## config.mk

```make
export PLATFORM = sky130hd
export DESIGN_NAME = wc_line_buffer
export DESIGN_NICKNAME = d
export VERILOG_FILES = /design/src/rtl/wc_pkg.sv /design/src/rtl/wc_line_store.sv /design/src/rtl/wc_beat_pick.sv /design/src/rtl/wc_line_buffer.sv
export SDC_FILE = /design/constraint.sdc
export NUM_CORES = 1
export LEC_CHECK = 0
export ABC_AREA = 0
export CAP_MARGIN = 25
export CORE_ASPECT_RATIO = 0.9
export CORE_MARGIN = 4
export CORE_UTILIZATION = 60
export CTS_CLUSTER_SIZE = 25
export DETAILED_ROUTE_END_ITERATION = 8
export GPL_TIMING_DRIVEN = 0
export PLACE_DENSITY = 0.82
export SLEW_MARGIN = 20
export SYNTH_ARGS = -nofsm -noshare
export SYNTH_HDL_FRONTEND = slang
export SYNTH_SLANG_ARGS = --single-unit
```

## constraint.sdc

```tcl
create_clock -name clk -period 7.96 [get_ports clk]
set_input_delay 1.592 -clock clk [delete_from_list [all_inputs] [get_ports clk]]
set_output_delay 1.592 -clock clk [all_outputs]
set_load 0.005 [all_outputs]
```

## src/rtl/wc_pkg.sv

```systemverilog
package wc_pkg;
    typedef enum logic [1:0] {
        WC_EMPTY = 2'd0,
        WC_FILL  = 2'd1,
        WC_DRAIN = 2'd2
    } wc_state_e;
endpackage

```

## src/rtl/wc_line_store.sv

```systemverilog
// Byte storage of the open line with per-byte written flags.
module wc_line_store #(
    parameter int LINE_BYTES = 64,
    parameter int BEAT_BYTES = 8,
    localparam int NBEATS = LINE_BYTES / BEAT_BYTES,
    localparam int BEAT_W = $clog2(NBEATS)
) (
    input  logic                      clk,
    input  logic                      rst_n,
    input  logic                      wr_en,
    input  logic [BEAT_W-1:0]         wr_beat,
    input  logic [BEAT_BYTES*8-1:0]   wr_data,
    input  logic [BEAT_BYTES-1:0]     wr_be,
    input  logic                      clr_en,
    input  logic [BEAT_W-1:0]         clr_beat,
    output logic [LINE_BYTES*8-1:0]   line_data,
    output logic [LINE_BYTES-1:0]     line_mask
);
    for (genvar b = 0; b < NBEATS; b++) begin : g_beat
        for (genvar y = 0; y < BEAT_BYTES; y++) begin : g_byte
            localparam int IDX = b * BEAT_BYTES + y;
            logic       vld_q;
            logic [7:0] dat_q;
            logic       hit;

            assign hit = wr_en && (wr_beat == BEAT_W'(b)) && wr_be[y];

            always_ff @(posedge clk or negedge rst_n) begin
                if (!rst_n) begin
                    vld_q <= 1'b0;
                end else if (hit) begin
                    vld_q <= 1'b1;
                end else if (clr_en && (clr_beat == BEAT_W'(b))) begin
                    vld_q <= 1'b0;
                end
            end

            always_ff @(posedge clk) begin
                if (hit) begin
                    dat_q <= wr_data[y*8 +: 8];
                end
            end

            assign line_mask[IDX]         = vld_q;
            assign line_data[IDX*8 +: 8]  = dat_q;
        end
    end
endmodule

```

## src/rtl/wc_beat_pick.sv

```systemverilog
// Picks the lowest beat that still holds written bytes.
module wc_beat_pick #(
    parameter int NBEATS = 8,
    localparam int BEAT_W = $clog2(NBEATS)
) (
    input  logic [NBEATS-1:0] nz,
    output logic [BEAT_W-1:0] sel,
    output logic              found,
    output logic              more
);
    always_comb begin
        found = |nz;
        sel   = '0;
        for (int i = NBEATS - 1; i >= 0; i--) begin
            if (nz[i]) begin
                sel = BEAT_W'(i);
            end
        end
        more = |(nz & ~(NBEATS'(1) << sel));
    end
endmodule

```

## src/rtl/wc_line_buffer.sv

```systemverilog
module wc_line_buffer #(
    parameter int ADDR_W     = 32,
    parameter int LINE_BYTES = 64,
    parameter int BEAT_BYTES = 8
) (
    input  logic                                  clk,
    input  logic                                  rst_n,
    input  logic                                  st_valid,
    input  logic [ADDR_W-1:$clog2(BEAT_BYTES)]    st_addr,
    input  logic [BEAT_BYTES*8-1:0]               st_data,
    input  logic [BEAT_BYTES-1:0]                 st_be,
    input  logic                                  flush,
    output logic                                  st_ready,
    output logic                                  bus_valid,
    output logic [ADDR_W-1:0]                     bus_addr,
    output logic [BEAT_BYTES*8-1:0]               bus_data,
    output logic [BEAT_BYTES-1:0]                 bus_mask,
    output logic                                  busy
);
    import wc_pkg::*;

    localparam int NBEATS = LINE_BYTES / BEAT_BYTES;
    localparam int BEAT_W = $clog2(NBEATS);
    localparam int OFF_W  = $clog2(BEAT_BYTES);
    localparam int LOFF_W = $clog2(LINE_BYTES);
    localparam int TAG_W  = ADDR_W - LOFF_W;
    localparam int DATA_W = BEAT_BYTES * 8;

    wc_state_e              state_q, state_d;
    logic [TAG_W-1:0]       tag_q;
    logic [TAG_W-1:0]       st_tag;
    logic [BEAT_W-1:0]      st_beat;
    logic                   same_line;
    logic                   accept;
    logic [LINE_BYTES*8-1:0] line_data;
    logic [LINE_BYTES-1:0]  line_mask;
    logic [LINE_BYTES-1:0]  wr_line_mask;
    logic                   full_next;
    logic [NBEATS-1:0]      beat_nz;
    logic [BEAT_W-1:0]      pick_sel;
    logic                   pick_found;
    logic                   pick_more;
    logic                   clr_en;
    logic [DATA_W-1:0]      sel_data;
    logic [BEAT_BYTES-1:0]  sel_mask;

    assign st_tag    = st_addr[ADDR_W-1:LOFF_W];
    assign st_beat   = st_addr[LOFF_W-1:OFF_W];
    assign same_line = (tag_q == st_tag);
    assign accept    = st_valid && st_ready;
    assign clr_en    = (state_q == WC_DRAIN) && pick_found;

    for (genvar i = 0; i < LINE_BYTES; i++) begin : g_wmask
        assign wr_line_mask[i] = accept && (st_beat == BEAT_W'(i / BEAT_BYTES))
                                 && st_be[i % BEAT_BYTES];
    end

    for (genvar b = 0; b < NBEATS; b++) begin : g_nz
        assign beat_nz[b] = |line_mask[b*BEAT_BYTES +: BEAT_BYTES];
    end

    assign full_next = &(line_mask | wr_line_mask);

    wc_line_store #(
        .LINE_BYTES (LINE_BYTES),
        .BEAT_BYTES (BEAT_BYTES)
    ) u_store (
        .clk       (clk),
        .rst_n     (rst_n),
        .wr_en     (accept),
        .wr_beat   (st_beat),
        .wr_data   (st_data),
        .wr_be     (st_be),
        .clr_en    (clr_en),
        .clr_beat  (pick_sel),
        .line_data (line_data),
        .line_mask (line_mask)
    );

    wc_beat_pick #(
        .NBEATS (NBEATS)
    ) u_pick (
        .nz    (beat_nz),
        .sel   (pick_sel),
        .found (pick_found),
        .more  (pick_more)
    );

    always_comb begin
        sel_data = '0;
        sel_mask = '0;
        for (int b = 0; b < NBEATS; b++) begin
            if (BEAT_W'(b) == pick_sel) begin
                sel_data = line_data[b*DATA_W +: DATA_W];
                sel_mask = line_mask[b*BEAT_BYTES +: BEAT_BYTES];
            end
        end
    end

    // next-state decision
    always_comb begin
        state_d = state_q;
        unique case (state_q)
            WC_EMPTY: begin
                if (accept) begin
                    state_d = (flush || full_next) ? WC_DRAIN : WC_FILL;
                end
            end
            WC_FILL: begin
                if (st_valid && !same_line) begin
                    state_d = WC_DRAIN;
                end else if (flush || full_next) begin
                    state_d = WC_DRAIN;
                end
            end
            WC_DRAIN: begin
                if (!pick_more) begin
                    state_d = WC_EMPTY;
                end
            end
            default: state_d = WC_EMPTY;
        endcase
    end

    // state register and line tag
    always_ff @(posedge clk or negedge rst_n) begin
        if (!rst_n) begin
            state_q <= WC_EMPTY;
            tag_q   <= '0;
        end else begin
            state_q <= state_d;
            if (state_q == WC_EMPTY && accept) begin
                tag_q <= st_tag;
            end
        end
    end

    // outputs
    always_comb begin
        st_ready  = 1'b0;
        busy      = 1'b0;
        bus_valid = 1'b0;
        bus_addr  = '0;
        bus_data  = '0;
        bus_mask  = '0;
        unique case (state_q)
            WC_EMPTY: st_ready = 1'b1;
            WC_FILL:  st_ready = same_line;
            WC_DRAIN: begin
                busy      = 1'b1;
                bus_valid = pick_found;
                if (pick_found) begin
                    bus_addr = {tag_q, pick_sel, {OFF_W{1'b0}}};
                    bus_data = sel_data;
                    bus_mask = sel_mask;
                end
            end
            default: st_ready = 1'b0;
        endcase
    end
endmodule

```

After elaboration in Yosys (flattened, before gate mapping)
Index checks and enable logic that the tools add are counted.
- output and inout port bits: 107
- word-level logic and storage cells: 437
- flip-flop bits (word level): 604
- reductions and logical operators: 165
- bitwise logic cells: 3
- shift-type cells: 1
- mux-type cells: 111
- equality and inequality tests: 27
- operators with widths (cell ; number):
    64-bit two-way mux ; 10
    2-bit nonzero test ; 64
    1-bit logical AND ; 84
    8-bit two-way mux ; 10
    1-bit two-way mux ; 74
    8-bit OR reduction ; 9
    32-bit two-way mux ; 2
    64-bit bitwise OR ; 1
    64-bit AND reduction ; 1
    64-bit OR reduction ; 1
    26-bit equality test ; 1
    3-bit equality test (second input constant) ; 8
    3-bit two-way mux ; 8
    3-bit by 2-bit equality test with 1-bit output (second input constant) ; 4
    3-bit equality test (first input constant) ; 4
    2-bit two-way mux ; 5
    8-bit bitwise AND ; 1
    8-bit NOT ; 1
    1-bit by 3-bit left shift with 8-bit output (first input constant) ; 1
    2-bit by 3-bit equality test with 1-bit output (first input constant) ; 2
    3-bit by 1-bit equality test with 1-bit output (second input constant) ; 2
    3-bit logical NOT ; 2
    2-bit one-hot mux with 3 select lines ; 1
    2-bit inequality test (second input constant) ; 2
    9 further kinds ; 9

Logic depth before layout (Yosys ltp)
Gate-level depths: netlist (run 1).
- depth in word-level cells: 20
- gate-level depth with buffers: 11

Modules after synthesis
Synthesis (run 1) repeated with hierarchy kept, for this count alone.
- cell total of the unflattened synthesis: 1870
- area, all modules: 26128.8 µm²
- modules (own cells, without submodules) (module ; area each (µm²) ; seq. area each (µm²) ; cells each ; instances):
    wc_line_store ; 18735.5 ; 16976.3 ; 815 ; 1
    wc_line_buffer ; 7258.2 ; 700.7 ; 1031 ; 1
    wc_beat_pick ; 135.1 ; 0.0 ; 24 ; 1

Worst setup path before layout (run 1)
OpenSTA, ideal clock, no wires.
- path type: input port to output port
- from: input port st_addr[12] in the netlist's numbering
- to: output port st_ready
- arrival time: 3040 ps
- slack: 3328 ps
- stages: 8
- path buffers: 2
- required time: 6368 ps
- path through: xor2_1 nor4_1 nand4_1 o41ai_4 buf_6 buf_4 inv_2 nor2_1
- longest elaborated chain between the ends: 2
- ends and longest elaborated chain (item ; line ; text):
    start: declaration ; wc_line_buffer.sv:9 ; input logic [ADDR_W-1:$clog2(BEAT_BYTES)] st_addr,
    26-bit equality test ; wc_line_buffer.sv:49 ; assign same_line = (tag_q == st_tag);
    1-bit one-hot mux with 2 select lines ; wc_line_buffer.sv:146 ; unique case (state_q)
    end: declaration ; wc_line_buffer.sv:13 ; output logic st_ready,
No other way between the ends.

Worst setup path in the final report (run 1)
- from: register u_store.g_beat[1].g_byte[1].vld_q
- to: output port bus_data[34]
- longest elaborated chain between the ends: 14
- elaborated cells on any way between the ends: 22
- ends and longest elaborated chain (item ; line ; text):
    start: declaration ; wc_line_store.sv:22 ; logic vld_q;
    start signal: assignment ; wc_line_store.sv:30 ; vld_q <= 1'b0;
    start signal: assignment ; wc_line_store.sv:32 ; vld_q <= 1'b1;
    start signal: assignment ; wc_line_store.sv:34 ; vld_q <= 1'b0;
    8-bit OR reduction ; wc_line_buffer.sv:59 ; assign beat_nz[b] = |line_mask[b*BEAT_BYTES +: BEAT_BYTES];
    3-bit two-way mux (2 in a row) ; wc_beat_pick.sv:15 ; if (nz[i]) begin
    3-bit logical NOT ; wc_line_buffer.sv:93 ; if (BEAT_W'(b) == pick_sel) begin
    64-bit two-way mux (8 in a row) ; wc_line_buffer.sv:93 ;
    64-bit two-way mux (*) ; wc_line_buffer.sv:152 ; if (pick_found) begin
    64-bit two-way mux (*) ; wc_line_buffer.sv:146 ;
    end: declaration ; wc_line_buffer.sv:16 ; output logic [BEAT_BYTES*8-1:0] bus_data,
Mark *: on every way between the ends. The rest lies on a longest branch, timed or not.

==> results.yml, run 1 <==
outcome:
  status: "complete, no violations"
global_routing:
  grt_pass1_wl_um: 110000
  grt_max_degree: 64
  grt_pass1_vias: 17991
  overflow: 0
  grt_usage: 0.325
  antenna_found_initial: 4
synthesis:
  synth_area_leaders: "edfxtp_1, dfrtp_1, nand2_1"
  synth_seq_area_share: 0.716
  yosys_warnings: 0
  ys_types: 52
  synth-main-ff-cell: "edfxtp_1"
  syn_area_sq_um: 24700
  yosysTopAreaCellShare: 0.623
  syn_inst: 2000
  syn_avg_cell_area_sq_um: 12.3
  synth_edf_count: 512
  synthArstFlopShare: 0.152
  yosysTopAreaCell: "edfxtp_1"
  synth_seq_cells: 604
setup_path:
  slowest_delay_ns: 0.80
  crit_path_end_kind: "output pin"
  crit_buf_inv: 3
  cp.required_ns: 6.37
  crit_type: "register to output pin"
  crit_family: "simple AND/OR/NAND/NOR gates"
  r2r_end: "u_store.g_beat[3].g_byte[7].dat_q[0]$_DFFE_PP_"
  regToRegStartpoint: "tag_q[12]$_DFFE_PN0P_"
  crit_fanout: 10
  crit_slowest_cell: "clkbuf_1"
  start_kind: "register"
  r2r_slack_ns: 3.26
  crit_arrival_ns: 5.81
  cp_cell_sequence: "nor4_1 -> nand4_1 -> nor2_1 -> nand2_1 -> nor2_1 -> clkbuf_1 -> clkbuf_1 -> a221oi_1 -> a21oi_1 -> clkdlybuf4s50_1"
  r2r_cells: 10
timing:
  fmax_ghz: 0.135
  finalHoldViolCount: 0
  slew_headroom: 0.252
  tightest_slew_ns: 1.12
  clock_skew_ns: 0.0245
  layout_min_cycle_time_ns: 7.40
  setup_viol: 0
  slew_viol_final: 0
  min_period_over_period: 0.930
  setup_ws_ns: 0.557
  fin_tns_setup_ns: 0
  rsz0062_at_grt: "false"
cts:
  cts.sinks: 604
  h-tree-depth: 2
  clkTransAtPathRegs_ns: 0.06
  root_buffer: "clkbuf_16"
  cts_buffers: 57
  holdBufCountCts: 0
  clockBufferDepth: 3
  clock_latency_ns: 0.64
  cts_resized: 0
  cts_tree: "done"
  post_cts_buffers: 0
power_and_ir_drop:
  p_comb_frac: 0.487
  total_power_mw: 13.1
  ir_drop_mv: 0.299
  powerDensity_nw_per_um2: 444
  p_int_mw: 7.61
  p_seq_frac: 0.298
  clockPowerShare: 0.215
  p_leak_nw: 10.2
  p_switching_mw: 5.47
  switching_share: 0.418
die:
  io_pins: 212
  initial_core_util: 0.607
  dieArea_sq_um: 44500
  die_w_um: 222
  core_sq_um: 40600
  die_h_um: 200
  rows: 70
finish:
  drive_above_1_share: 0.0667
  fill_cells: 2692
  final_util: 0.726
  final-instance-count-excl-fill: 2864
  areaGrowthSynthToFinish_pct: 19.5
  fin_nets: 2382
worst_hold_path:
  hold_class: "register to register"
  hold_path_depth: 1
  min_from: "tag_q[19]$_DFFE_PN0P_"
  whs_endpoint: "tag_q[19]$_DFFE_PN0P_"
place:
  port_buffers: 208
  pre_cts_ws_ns: 1.35
  numPlacedInstances: 2755
  detailed_place_hpwl_um: 50600
  gp_congestion: 1.02
drt:
  drt-wirelength-per-cell_um: 25.7
  dr.pass1.iters: 6
  avgViaCountPerCell: 6.35
  remaining_drc_errors: 0
  drtIter0Drc: 2753
  ant_nets: 0
  vias: 18198
  routed_wl_um: 73700
job:
  max_cap_violations: 0
## layout by cell type (no fill, tap or decap), drive strengths merged, types with 6 or more instances in the layout
cell           netlist  routed
clkdlybuf4s50        0     207
clkinv               0      26
nand4               12      12
nor4                35      35
bufinv               0       9
nand2              470     470
xnor2               12      12
and2                31      31
a31oi               67      67
xor2                14      14
a21oi              269     269
buf                 28      37
nor3                11      11
nor2b                9       9
clkbuf              91     154
o21ai               22      22
a211oi               7       7
a221oi              69      69
nand2b               9       9
clkinvlp             0       6
and3                21      21
mux2                26      26
nor2               156     156
edfxtp             512     512
dfrtp               92      92
## routing by layer
metal	global-route usage	up-vias	wire length, um
met5	0	-	53
met4	0.0994	6	2230
met3	0.0882	172	8800
met2	0.507	1227	34400
met1	0.456	8905	28300
li1	-	7888	-
## worst register-to-register path, delay by kind of cell, from the launching register on
kind,cells,cell delay [ns]
simple gates,4,1.89
buf+inv,4,1.42
compound gates,1,0.46
flops,1,0.40
xor+xnor,1,0.15
## power groups by stage
stage,registers [mW],logic [mW],clock network (mW)
floorplan,3.88,3.41,0
global placement,3.94,6.01,0
detailed placement,3.95,6.23,0
CTS,3.88,6.31,2.83
global route,3.91,6.85,2.98
finish,3.90,6.37,2.82
## worst max path at each step
stage	start	endpoint	slack, ns	cells past startpoint
floorplan	st_addr[12]	st_ready	3.33	8
CTS	u_store.g_beat[1].g_byte[1].vld_q$_DFFE_PN0P_	bus_data[34]	0.69	10
finish	u_store.g_beat[1].g_byte[1].vld_q$_DFFE_PN0P_	bus_data[34]	0.56	10
global placement	u_store.g_beat[6].g_byte[0].vld_q$_DFFE_PN0P_	bus_data[31]	1.12	12
detailed placement	u_store.g_beat[1].g_byte[1].vld_q$_DFFE_PN0P_	bus_data[34]	1.35	10
global route	u_store.g_beat[6].g_byte[0].vld_q$_DFFE_PN0P_	bus_data[53]	0.48	12
## metrics by stage
step / cell area (sq um) / hold slack (ns)
CTS: 29500 / 0.546
global placement: 27500 / 0.528
finish: 29500 / 0.545
global route: 29500 / 0.561
floorplan: 24700 / 0.507
detailed placement: 27500 / 0.533
## cells in the mapped netlist (11+ instances only)
master and n:
nand2_1 470, clkbuf_1 90, mux2_2 26, and2_1 31, a221oi_1 69, nand4_1 11, nor3_1 11, edfxtp_1 512
dfrtp_1 92, a31oi_1 67, buf_1 13, nor4_1 34, and3_1 21, xor2_1 14, nor2_1 156, o21ai_0 16
a21oi_1 269, xnor2_1 12
## state kept, by name (all words and copies together), names as in the netlist
register                     flops
tag_q                           26
u_store.g_beat.g_byte.vld_q     64
state_q                          2
u_store.g_beat.g_byte.dat_q    512
## area by class of cell
cell class	instances	area [sq um]	share of cell area
multi-input combinational	1274	6510	0.221
buffer	120	518	0.0176
inverter	4	15.0	0.000509
timing repair buffer	216	2160	0.0733
tap	540	676	0.0229
sequential	604	17700	0.599
clock inverter	42	467	0.0158
antenna	1	2.50	0.0000848
clock buffer	63	1470	0.0498
## cells by family after synthesis
logic type	synth area share
AND/OR/NAND/NOR	0.131
AO/OA/AOI/OAI	0.110
buffers and inverters	0.0216
XOR/XNOR	0.00922
multiplexers	0.0123
flip-flops	0.716
other	0.000152
No activity file was read; power rests on OpenSTA's default activity.
==> run 2, diff against run 1 <==
==> constraint.sdc (replaced) <==
create_clock -name clk -period 7.96 [get_ports clk]
set_input_delay 2.388 -clock clk [delete_from_list [all_inputs] [get_ports clk]]
set_output_delay 2.388 -clock clk [all_outputs]
set_load 0.005 [all_outputs]
==> results.yml, run 2 (synthesis gave the netlist of run 1 again) <==
worst_hold_path:
  min_from: "tag_q[19]$_DFFE_PN0P_"
  whs_endpoint: "tag_q[19]$_DFFE_PN0P_"
  hold_class: "register to register"
  hold_path_depth: 1
setup_path:
  start_kind: "register"
  r2r_cells: 10
  r2r_end: "u_store.g_beat[3].g_byte[7].dat_q[0]$_DFFE_PP_"
  crit_arrival_ns: 5.43
  crit_slowest_cell: "clkbuf_1"
  slowest_delay_ns: 0.74
  crit_fanout: 10
  cp.required_ns: 5.57
  crit_type: "register to output pin"
  crit_family: "buffers and inverters"
  crit_path_end_kind: "output pin"
  crit_buf_inv: 3
  cp_cell_sequence: "nor4_1 -> and2_1 -> a21oi_1 -> o21a_1 -> o21ai_1 -> clkbuf_1 -> clkbuf_1 -> nand2_1 -> nand2_1 -> a221oi_1 -> a21oi_1 -> clkdlybuf4s50_1"
  r2r_slack_ns: 3.23
  regToRegStartpoint: "tag_q[12]$_DFFE_PN0P_"
place:
  pre_cts_ws_ns: 0.247
  gp_congestion: 1.02
  place_area_sq_um: 27500
  detailed_place_hpwl_um: 50600
  port_buffers: 208
global_routing:
  antenna_found_initial: 4
  grt_usage: 0.325
  grt_pass1_vias: 17991
  overflow: 0
  grt_pass1_wl_um: 110000
  grt_max_degree: 64
drt:
  drt-wirelength-per-cell_um: 25.8
  remaining_drc_errors: 0
  drtIter0Drc: 2745
  avgViaCountPerCell: 6.35
  ant_nets: 0
  dr.pass1.iters: 6
  vias: 18199
  routed_wl_um: 73800
cts:
  clkTransAtPathRegs_ns: 0.06
  holdBufCountCts: 0
  cts_tree: "done"
  root_buffer: "clkbuf_16"
  h-tree-depth: 2
  cts_buffers: 57
  clockBufferDepth: 3
  clock_latency_ns: 0.64
  cts.sinks: 604
finish:
  final_common_cell: "edfxtp_1"
  areaGrowthSynthToFinish_pct: 19.6
  largest_reg_flops: 512
  top_regs: "u_store.g_beat.g_byte.dat_q x512, u_store.g_beat.g_byte.vld_q x64, tag_q x26"
  multi_input_area_sq_um: 6530
  drive_above_1_share: 0.0693
  fill_cells: 2688
  final_util: 0.727
  final_cell_area_sq_um: 29500
  fin_nets: 2382
  ff_latch_area_sq_um: 17700
  largest-register: "u_store.g_beat.g_byte.dat_q"
  mostFrequentLayoutCells: "edfxtp_1, nand2_1, a21oi_1"
die:
  io_pins: 212
  die_h_um: 200
  rows: 70
  dieArea_sq_um: 44500
  initial_core_util: 0.607
  die_w_um: 222
  core_sq_um: 40600
timing:
  finalHoldViolCount: 0
  rsz0062_at_grt: "false"
  fmax_ghz: 0.128
  slew_viol_final: 0
  fin_tns_setup_ns: 0
  layout_min_cycle_time_ns: 7.82
  clock_skew_ns: 0.0245
  setup_ws_ns: 0.143
  min_period_over_period: 0.982
  slew_headroom: 0.250
  setup_viol: 0
  tightest_slew_ns: 1.12
power_and_ir_drop:
  total_power_mw: 13.1
  ir_drop_mv: 0.302
  powerDensity_nw_per_um2: 444
  p_leak_nw: 10.2
outcome:
  status: "complete, no violations"
job:
  max_cap_violations: 0
## run 2: metrics by stage
stage	hold slack, ns	instances
3_3_place_gp	0.528	2750
2_1_floorplan	0.507	2002
4_1_cts	0.546	2860
3_5_place_dp	0.533	2755
5_1_grt	0.561	2864
6_report	0.545	2864
## run 2: final cells by class
| cell class | instances | share of cell area |
|---|---|---|
| clock buffers | 63 | 0.0498 |
| diodes | 1 | 0.0000848 |
| inverters | 4 | 0.000509 |
| repair buffers | 216 | 0.0732 |
| clock inverters | 42 | 0.0158 |
| plain buffers | 120 | 0.0178 |
| well taps | 540 | 0.0229 |
| multi-input cells | 1274 | 0.221 |
| flip-flops and latches | 604 | 0.599 |
## run 2: worst max path at each step
stage	from	endpoint	slack, ns	cells past startpoint
global route	u_store.g_beat[7].g_byte[0].vld_q$_DFFE_PN0P_	bus_data[31]	0.05	12
CTS	u_store.g_beat[6].g_byte[0].vld_q$_DFFE_PN0P_	bus_data[53]	0.003	12
finish	u_store.g_beat[5].g_byte[0].vld_q$_DFFE_PN0P_	bus_data[34]	0.14	12
global placement	st_addr[7]	st_ready	0.26	10
floorplan	st_addr[12]	st_ready	1.74	8
detailed placement	st_addr[7]	st_ready	0.25	10
## run 2: where the power goes
| part | total [mW] | switching [mW] | internal, mW |
|---|---|---|---|
| logic | 6.38 | 4.08 | 2.31 |
| clock network | 2.82 | 1.19 | 1.63 |
| registers | 3.90 | 0.212 | 3.69 |
| total | 13.1 | 5.48 | 7.62 |
## run 2: per-layer routing
| layer | wire length (um) | up-vias | track usage |
|---|---|---|---|
| met5 | 39 | - | 0 |
| met4 | 2130 | 6 | 0.0994 |
| met3 | 9010 | 158 | 0.0882 |
| met2 | 34500 | 1275 | 0.507 |
| met1 | 28200 | 8863 | 0.456 |
| li1 | - | 7897 | - |
## run 2: timing repair
| action | 4_1_cts | 5_1_grt |
|---|---|---|
| buffers inserted | 0 | 0 |
| gates resized for setup | 1 | 8 |
| hold endpoints to repair | 0 | 0 |
| setup endpoints to repair | 2 | 66 |
